File: src/rtl/nrq_pkg.sv
package nrq_pkg;
   // read-result opcode and the acknowledge bit the host decodes
   localparam logic [7:0] RD_OPCODE  = 8'h08;
   localparam logic [7:0] ACK_MASK   = 8'h10;
   // position of the work-active flag inside the status byte
   localparam int         ACTIVE_BIT = 1;

   function automatic logic [7:0] reply_code(input logic hit);
      return hit ? (RD_OPCODE | ACK_MASK) : RD_OPCODE;
   endfunction
endpackage

File: src/rtl/nrq_ptrs.sv
module nrq_ptrs #(
   parameter int DEPTH = 4,
   localparam int IW = (DEPTH > 1) ? $clog2(DEPTH) : 1,
   localparam int CW = $clog2(DEPTH + 1)
) (
   input  logic          clk,
   input  logic          rst_n,
   input  logic          push,
   input  logic          pop_req,
   output logic [IW-1:0] rd_idx,
   output logic [IW-1:0] wr_idx,
   output logic          wr_en,
   output logic [CW-1:0] count,
   output logic          nonempty
);
   localparam logic [CW-1:0] FULL_CNT = CW'(DEPTH);

   if (DEPTH < 2 || (DEPTH & (DEPTH - 1)) != 0) begin : g_bad_depth
      $error("nrq_ptrs: DEPTH must be a power of two, at least 2");
   end

   logic full, do_pop, drop;

   assign nonempty = (count != '0);
   assign full     = (count == FULL_CNT);
   assign do_pop   = pop_req && nonempty;
   assign drop     = push && full && !do_pop;
   assign wr_en    = push;

   always_ff @(posedge clk) begin
      if (!rst_n) begin
         rd_idx <= '0;
         wr_idx <= '0;
         count  <= '0;
      end else begin
         if (push)
            wr_idx <= wr_idx + 1'b1;
         if (do_pop || drop)
            rd_idx <= rd_idx + 1'b1;
         if (push && !do_pop && !full)
            count <= count + 1'b1;
         else if (do_pop && !push)
            count <= count - 1'b1;
      end
   end


   count_bound_chk: assert property (@(posedge clk) disable iff (!rst_n)
      count <= FULL_CNT);


   full_push_hold_chk: assert property (@(posedge clk) disable iff (!rst_n)
      (push && full && !pop_req) |=> (count == FULL_CNT));


   push_pop_hold_chk: assert property (@(posedge clk) disable iff (!rst_n)
      (push && pop_req && nonempty) |=> $stable(count));


   empty_pop_hold_chk: assert property (@(posedge clk) disable iff (!rst_n)
      (pop_req && !nonempty && !push) |=> (count == '0));
endmodule

File: src/rtl/nrq_store.sv
module nrq_store #(
   parameter int DEPTH = 4,
   parameter int W     = 36,
   localparam int IW = (DEPTH > 1) ? $clog2(DEPTH) : 1
) (
   input  logic          clk,
   input  logic          rst_n,
   input  logic          wr_en,
   input  logic [IW-1:0] wr_idx,
   input  logic [W-1:0]  wr_data,
   input  logic [IW-1:0] rd_idx,
   output logic [W-1:0]  rd_data
);
   if (W < 1) begin : g_bad_width
      $error("nrq_store: W must be positive");
   end

   logic [W-1:0] slot_q [DEPTH];

   for (genvar g = 0; g < DEPTH; g++) begin : g_slot
      logic [W-1:0] q;
      always_ff @(posedge clk) begin
         if (!rst_n)
            q <= '0;
         else if (wr_en && (wr_idx == IW'(g)))
            q <= wr_data;
      end
      assign slot_q[g] = q;
   end

   assign rd_data = slot_q[rd_idx];
endmodule

File: src/rtl/nrq_busy.sv
module nrq_busy (
   input  logic clk,
   input  logic rst_n,
   input  logic job_load,
   input  logic job_finished,
   output logic active
);
   always_ff @(posedge clk) begin
      if (!rst_n)
         active <= 1'b0;
      else if (job_load)
         active <= 1'b1;
      else if (job_finished)
         active <= 1'b0;
   end


   load_sets_chk: assert property (@(posedge clk) disable iff (!rst_n)
      job_load |=> active);


   finish_clears_chk: assert property (@(posedge clk) disable iff (!rst_n)
      (job_finished && !job_load) |=> !active);
endmodule

File: src/rtl/nonce_result_queue.sv
module nonce_result_queue #(
   parameter int DEPTH   = 4,
   parameter int NONCE_W = 32,
   parameter int JOB_W   = 4,
   localparam int CW = $clog2(DEPTH + 1),
   localparam int IW = (DEPTH > 1) ? $clog2(DEPTH) : 1,
   localparam int EW = NONCE_W + JOB_W
) (
   input  logic               clk,
   input  logic               rst_n,
   input  logic               push_valid,
   input  logic [NONCE_W-1:0] push_nonce,
   input  logic [JOB_W-1:0]   push_job,
   input  logic               job_load,
   input  logic               job_finished,
   input  logic               pop_req,
   output logic               rsp_valid,
   output logic [7:0]         rsp_code,
   output logic [JOB_W-1:0]   rsp_job,
   output logic [NONCE_W-1:0] rsp_nonce,
   output logic [CW-1:0]      result_count,
   output logic [7:0]         status_byte
);
   import nrq_pkg::*;

   if (NONCE_W < 1 || JOB_W < 1) begin : g_bad_fields
      $error("nonce_result_queue: field widths must be positive");
   end

   logic [IW-1:0] rd_idx, wr_idx;
   logic          wr_en, nonempty, active;
   logic [EW-1:0] head;

   nrq_ptrs #(.DEPTH(DEPTH)) u_ptrs (
      .clk(clk), .rst_n(rst_n), .push(push_valid), .pop_req(pop_req),
      .rd_idx(rd_idx), .wr_idx(wr_idx), .wr_en(wr_en),
      .count(result_count), .nonempty(nonempty)
   );

   nrq_store #(.DEPTH(DEPTH), .W(EW)) u_store (
      .clk(clk), .rst_n(rst_n), .wr_en(wr_en), .wr_idx(wr_idx),
      .wr_data({push_job, push_nonce}), .rd_idx(rd_idx), .rd_data(head)
   );

   nrq_busy u_busy (
      .clk(clk), .rst_n(rst_n), .job_load(job_load),
      .job_finished(job_finished), .active(active)
   );

   always_ff @(posedge clk) begin
      if (!rst_n) begin
         rsp_valid <= 1'b0;
         rsp_code  <= '0;
         rsp_job   <= '0;
         rsp_nonce <= '0;
      end else begin
         rsp_valid <= pop_req;
         if (pop_req) begin
            rsp_code  <= reply_code(nonempty);
            rsp_job   <= nonempty ? head[EW-1:NONCE_W] : '0;
            rsp_nonce <= nonempty ? head[NONCE_W-1:0] : '0;
         end
      end
   end

   always_comb begin
      status_byte             = '0;
      status_byte[ACTIVE_BIT] = active;
   end


   hit_code_chk: assert property (@(posedge clk) disable iff (!rst_n)
      (pop_req && result_count != '0) |=> (rsp_valid && rsp_code == 8'h18));


   empty_code_chk: assert property (@(posedge clk) disable iff (!rst_n)
      (pop_req && result_count == '0) |=> (rsp_valid && rsp_code == 8'h08 && rsp_nonce == '0));


   idle_rsp_chk: assert property (@(posedge clk) disable iff (!rst_n)
      !pop_req |=> !rsp_valid);
endmodule

File: config.mk
export PLATFORM = sky130hd
export DESIGN_NAME = nonce_result_queue
export DESIGN_NICKNAME = d
export VERILOG_FILES = /design/src/rtl/nrq_pkg.sv /design/src/rtl/nrq_ptrs.sv /design/src/rtl/nrq_store.sv /design/src/rtl/nrq_busy.sv /design/src/rtl/nonce_result_queue.sv
export SDC_FILE = /design/constraint.sdc
export NUM_CORES = 1
export LEC_CHECK = 0
export CAP_MARGIN = 10
export CORE_ASPECT_RATIO = 1.5
export CORE_MARGIN = 3
export CORE_UTILIZATION = 60
export CTS_CLUSTER_DIAMETER = 40
export DETAILED_ROUTE_END_ITERATION = 16
export PLACE_DENSITY = 0.85
export RECOVER_POWER = 50
export SLEW_MARGIN = 20
export SYNTH_ARGS = -nofsm -noshare
export SYNTH_HDL_FRONTEND = slang
export SYNTH_HIERARCHICAL = 1
export SYNTH_SLANG_ARGS = --single-unit
export TNS_END_PERCENT = 50
File: constraint.sdc
create_clock -name clk -period 5.55 [get_ports clk]
set_clock_uncertainty 0.2 [all_clocks]
set_input_delay 1.11 -clock clk [delete_from_list [all_inputs] [get_ports clk]]
set_output_delay 1.11 -clock clk [all_outputs]
set_load 0.02 [all_outputs]
* Word level (Yosys, flattened, before mapping) *
Cells that the tools add are included.

operators by class
  add/sub/neg operators = 4
  $lt $le $gt $ge = 1
  eq/ne operators = 4
  muxes and demuxes = 10
  bitwise operators = 1
  reductions and logical operators = 18

operator list
  cell                   number
  $bmux W36 S2           1
  $mux W36               2
  $mux W32               1
  $logic_and A1 B1 Y1    10
  $mux W3                2
  $mux W5                1
  $add A2 B1 Y2 const B  2
  $eq A2 B2 Y1 const B   2
  $mux W4                1
  $reduce_bool A2 Y1     2
  $add A3 B1 Y3 const B  1
  $eq A3 B3 Y1 const B   1
  $ge A3 B3 Y1 const B   1
  $logic_not A1 Y1       3
  $not A2 Y3             1
  $reduce_bool A3 Y1     1
  $sub A3 B1 Y3 const B  1
  $eq A2 B1 Y1 const B   1
  $logic_not A2 Y1       1
  $mux W1                2
  $logic_or A1 B1 Y1     1

word-level totals
  flip-flop bits (word level) = 197
  output and inout bits = 56
  word-level logic and storage cells = 50

* Longest topological paths before layout *
  depth after elaboration = 6
  gate-level depth with buffers = 8

* Hierarchy *
Netlist, hierarchy kept.

by module, submodules not included
  module              times used  cells each  area each (um2)  sequential area each (um2)
  nrq_store           1           552         6214.7           2882.8
  nonce_result_queue  1           182         1606.5           780.7
  nrq_ptrs            1           55          464.2            140.1
  nrq_busy            1           3           41.3             20.0

* Worst setup path after synthesis *
OpenSTA, ideal clock, no wires.

  kind = input-to-reg
  start = input pop_req
  end = register u_ptrs.count[2]
  setup time = 0.074 ns
  data arrival time = 2.444 ns
  required time = 5.276 ns
  path slack = 2.831 ns
  cell stages on the path = 6
  cell sequence = buf_6 > nor2_1 > o21ai_0 > fa_1 > or4_1 > a31oi_1

on the way
  longest elaborated chain between the ends = 5

RTL lines
  item                                           line                      source
  start, declared                                nonce_result_queue.sv:16  input logic pop_req,
  $logic_and A1 B1 Y1 (*)                        nrq_ptrs.sv:26            assign do_pop = pop_req && nonempty;
  $logic_not A1 Y1                               nrq_ptrs.sv:40            if (push && !do_pop && !full)
  $logic_and A1 B1 Y1 (2 in a row)               nrq_ptrs.sv:40
  $mux W3 or $reduce_bool A2 Y1 (tied branches)  n/a
  end signal, assigned                           nrq_ptrs.sv:41            count <= count + 1'b1;
  end signal, assigned                           nrq_ptrs.sv:43            count <= count - 1'b1;
  end, declared                                  nrq_ptrs.sv:13            output logic [CW-1:0] count,

Every way passes the cells marked *; elsewhere a longest branch is shown, timed or not.
A chain may end at the register's enable or synchronous reset.

==> impl_metrics.json <==
{
  "crit_fanout": 163,
  "synth_area_um2": 8330,
  "die_area_um2": 15400,
  "hold_path.class": "reg2reg",
  "criticalPathCategory": "in2reg",
  "worst_slew_pin_slew_ns": 2.99,
  "fin_crit_ns": 4.06,
  "routabilityCongestion": 0.712,
  "clkSinkCount": 191,
  "core_area_um2": 13500,
  "routed_via_density": 5.75,
  "cts_post_setup_buffers_inserted": 0,
  "synthToLayoutAreaGrowth_pct": 13.9,
  "violations": "max-capacitance violations, max-slew violations",
  "routed_wl_mm": 17.7,
  "syn_avg_cell_area_um2": 10.5,
  "final_cell_mix": "nand2_1 (222), dfxtp_1 (189), mux2i_1 (147), clkdlybuf4s50_1 (42), dlygate4sd3_1 (40)",
  "track_usage_pct": 23.4,
  "ctsHoldBuffers": 0,
  "grt_overflow": 0,
  "ys.flop_type": "dfxtp_1",
  "clkPwrFrac_pct": 35.7,
  "cts_resized": 0,
  "numPortBuffers": 84,
  "arrival_ns": 4.18,
  "ant_nets": 0,
  "rows": 52,
  "cts_tree": "yes",
  "grt_start_max_net_pins": 164,
  "dpl.hpwl_mm": 10.7,
  "switchingPower_w": 0.000945,
  "status": "finished, violations left",
  "grt_pass1_vias": 5964,
  "initial_core_util_pct": 61.5,
  "die_h_um": 150,
  "p_seq_share_pct": 46.0,
  "via_count": 5823,
  "hold_viol_final": 0,
  "drtIter0Drc": 282,
  "cp.required_ns": 5.67,
  "dp.cells": 981,
  "relSlewSlack_pct": -99.5,
  "mostFrequentLayoutCell": "nand2_1",
  "p_int_w": 0.00236,
  "swShare_pct": 28.6,
  "setup_tns_ns": 0,
  "clk_pin_slew_ns": 0.07,
  "post-route-period-util_pct": 73.2,
  "design_area_um2": 9480,
  "ios": 98,
  "clockBufferDepth": 2,
  "die_w_um": 102,
  "max-cap-violations": 1,
  "ys_ff_latch": 191,
  "synthDistinctLibCells": 39,
  "ys_warn_count": 6,
  "seq_area_frac_synth_pct": 45.9,
  "fmax_mhz": 246,
  "drive_gt1_share_pct": 9.17,
  "root_buffer": "clkbuf_16",
  "grt_pass1_wl_mm": 28.4,
  "dr.pass1.iters": 4,
  "finalNetCount": 881,
  "endpoint_kind": "register",
  "drv_slew": 163,
  "antenna_found_initial": 0,
  "total_leakage_power_nw": 4.21,
  "wl_per_cell_um": 17.4,
  "irDropWorstVdd_mv": 0.224,
  "place_area_um2": 8910,
  "final-setup-viol-count": 0,
  "pwr-share-comb_pct": 18.2,
  "synth_async_sr_flop_share_pct": 0,
  "synth-edff-count": 0,
  "rsz0062_at_grt": "false",
  "fillers": 1016,
  "num_antenna_cells": 0,
  "powerDensity_nw_per_um2": 349,
  "synth_cells": 792,
  "clk_latency_ns": 0.42,
  "start_kind": "primary input",
  "cts_made_buffers": 17,
  "cts_htree_levels": 4,
  "instances_no_fill": 1013,
  "drc": 0
}
==> synth_stat cells (2+ instances only) <==
| master | instances | area [um2] |
|---|---|---|
| xnor2_1 | 3 | 26.3 |
| dfxtp_1 | 191 | 3820 |
| buf_4 | 30 | 225 |
| nand2b_1 | 2 | 12.5 |
| o21ai_0 | 14 | 70.1 |
| nand3b_1 | 38 | 285 |
| mux2i_1 | 147 | 1470 |
| mux4_1 | 7 | 184 |
| clkbuf_1 | 6 | 22.5 |
| buf_6 | 17 | 191 |
| nand2_1 | 222 | 833 |
| buf_12 | 2 | 40.0 |
| a21oi_1 | 2 | 10.0 |
| o21ai_1 | 24 | 120 |
| mux4_2 | 29 | 653 |
| nand3_1 | 2 | 10.0 |
| a31oi_1 | 2 | 12.5 |
| o21a_1 | 2 | 15.0 |
| buf_2 | 22 | 110 |
| nor2_1 | 6 | 22.5 |
| inv_1 | 6 | 22.5 |
==> stage by stage <==
stage	util, %	worst slack, ns	hold slack (ns)	power, W
finish	70.1	1.49	0.251	0.00331
global route	70.1	1.22	0.275	0.00344
CTS	70.1	2.41	0.259	0.00333
detailed placement	65.8	1.97	0.245	0.00216
global placement	65.8	2.05	0.235	0.00214
floorplan	-	2.83	0.230	0.00204
==> worst paths after layout <==
| path | from | to | slack [ns] | depth (start not counted) |
|---|---|---|---|---|
| worst max-delay path | rst_n | u_store/g_slot[1].q[6] | 1.49 | 3 |
| worst min-delay path | rsp_code[3] | rsp_code[3] | 0.25 | 1 |
| worst max register to register | u_ptrs/count[0] | u_ptrs/count[2] | 3.00 | 5 |
| worst min register to register | rsp_code[3] | rsp_code[3] | 0.25 | 1 |
==> metal layers <==
| metal | vias to the layer above | track usage, % | wire [um] |
|---|---|---|---|
| met1 | 2879 | 27.7 | 7270 |
| li1 | 2779 | - | - |
| met3 | 28 | 4.36 | 617 |
| met5 | - | 0 | 0 |
| met2 | 137 | 41.6 | 9360 |
| met4 | 0 | 9.00 | 410 |
==> worst max-delay path: stages <==
cell      delay (ns)
clkbuf_2        2.02
nand2_1         0.55
mux2i_1         0.38
==> power by group through the flow <==
stage / clock [W] / combinational (W) / sequential (W)
after CTS: 0.00120 / 0.000611 / 0.00152
after detailed placement: 0 / 0.000609 / 0.00155
after global routing: 0.00125 / 0.000652 / 0.00153
final: 0.00118 / 0.000603 / 0.00152
after global placement: 0 / 0.000590 / 0.00155
after floorplan: 0 / 0.000499 / 0.00154
==> area by class of cell <==
type | instances | area (um2) | share of cell area [%]
multi-input combinational | 530 | 3950 | 41.6
clock inverter | 13 | 133 | 1.40
sequential | 191 | 3830 | 40.4
timing repair buffer | 92 | 903 | 9.53
inverter | 6 | 22.5 | 0.238
tap | 162 | 203 | 2.14
clock buffer | 19 | 443 | 4.67
==> logic make-up after synthesis <==
kind of cell    after synthesis  share of synthesized area (%)
simple gates                279                           14.9
flops                       191                           45.9
mux                         183                           27.7
buf+inv                      83                           7.35
compound gates               50                           3.41
xor+xnor                      4                          0.421
fa+ha+maj                     1                          0.240
other cells                   1                         0.0450
==> state kept, by name, indices dropped and copies added, names as in the netlist <==
register          count
u_ptrs/rd_idx         2
rsp_code              2
u_ptrs/count          3
u_store/g_slot.q    144
u_busy/active         1
u_ptrs/wr_idx         2
rsp_nonce            32
rsp_job               4
rsp_valid             1
Power figures use the tool's default switching activity.
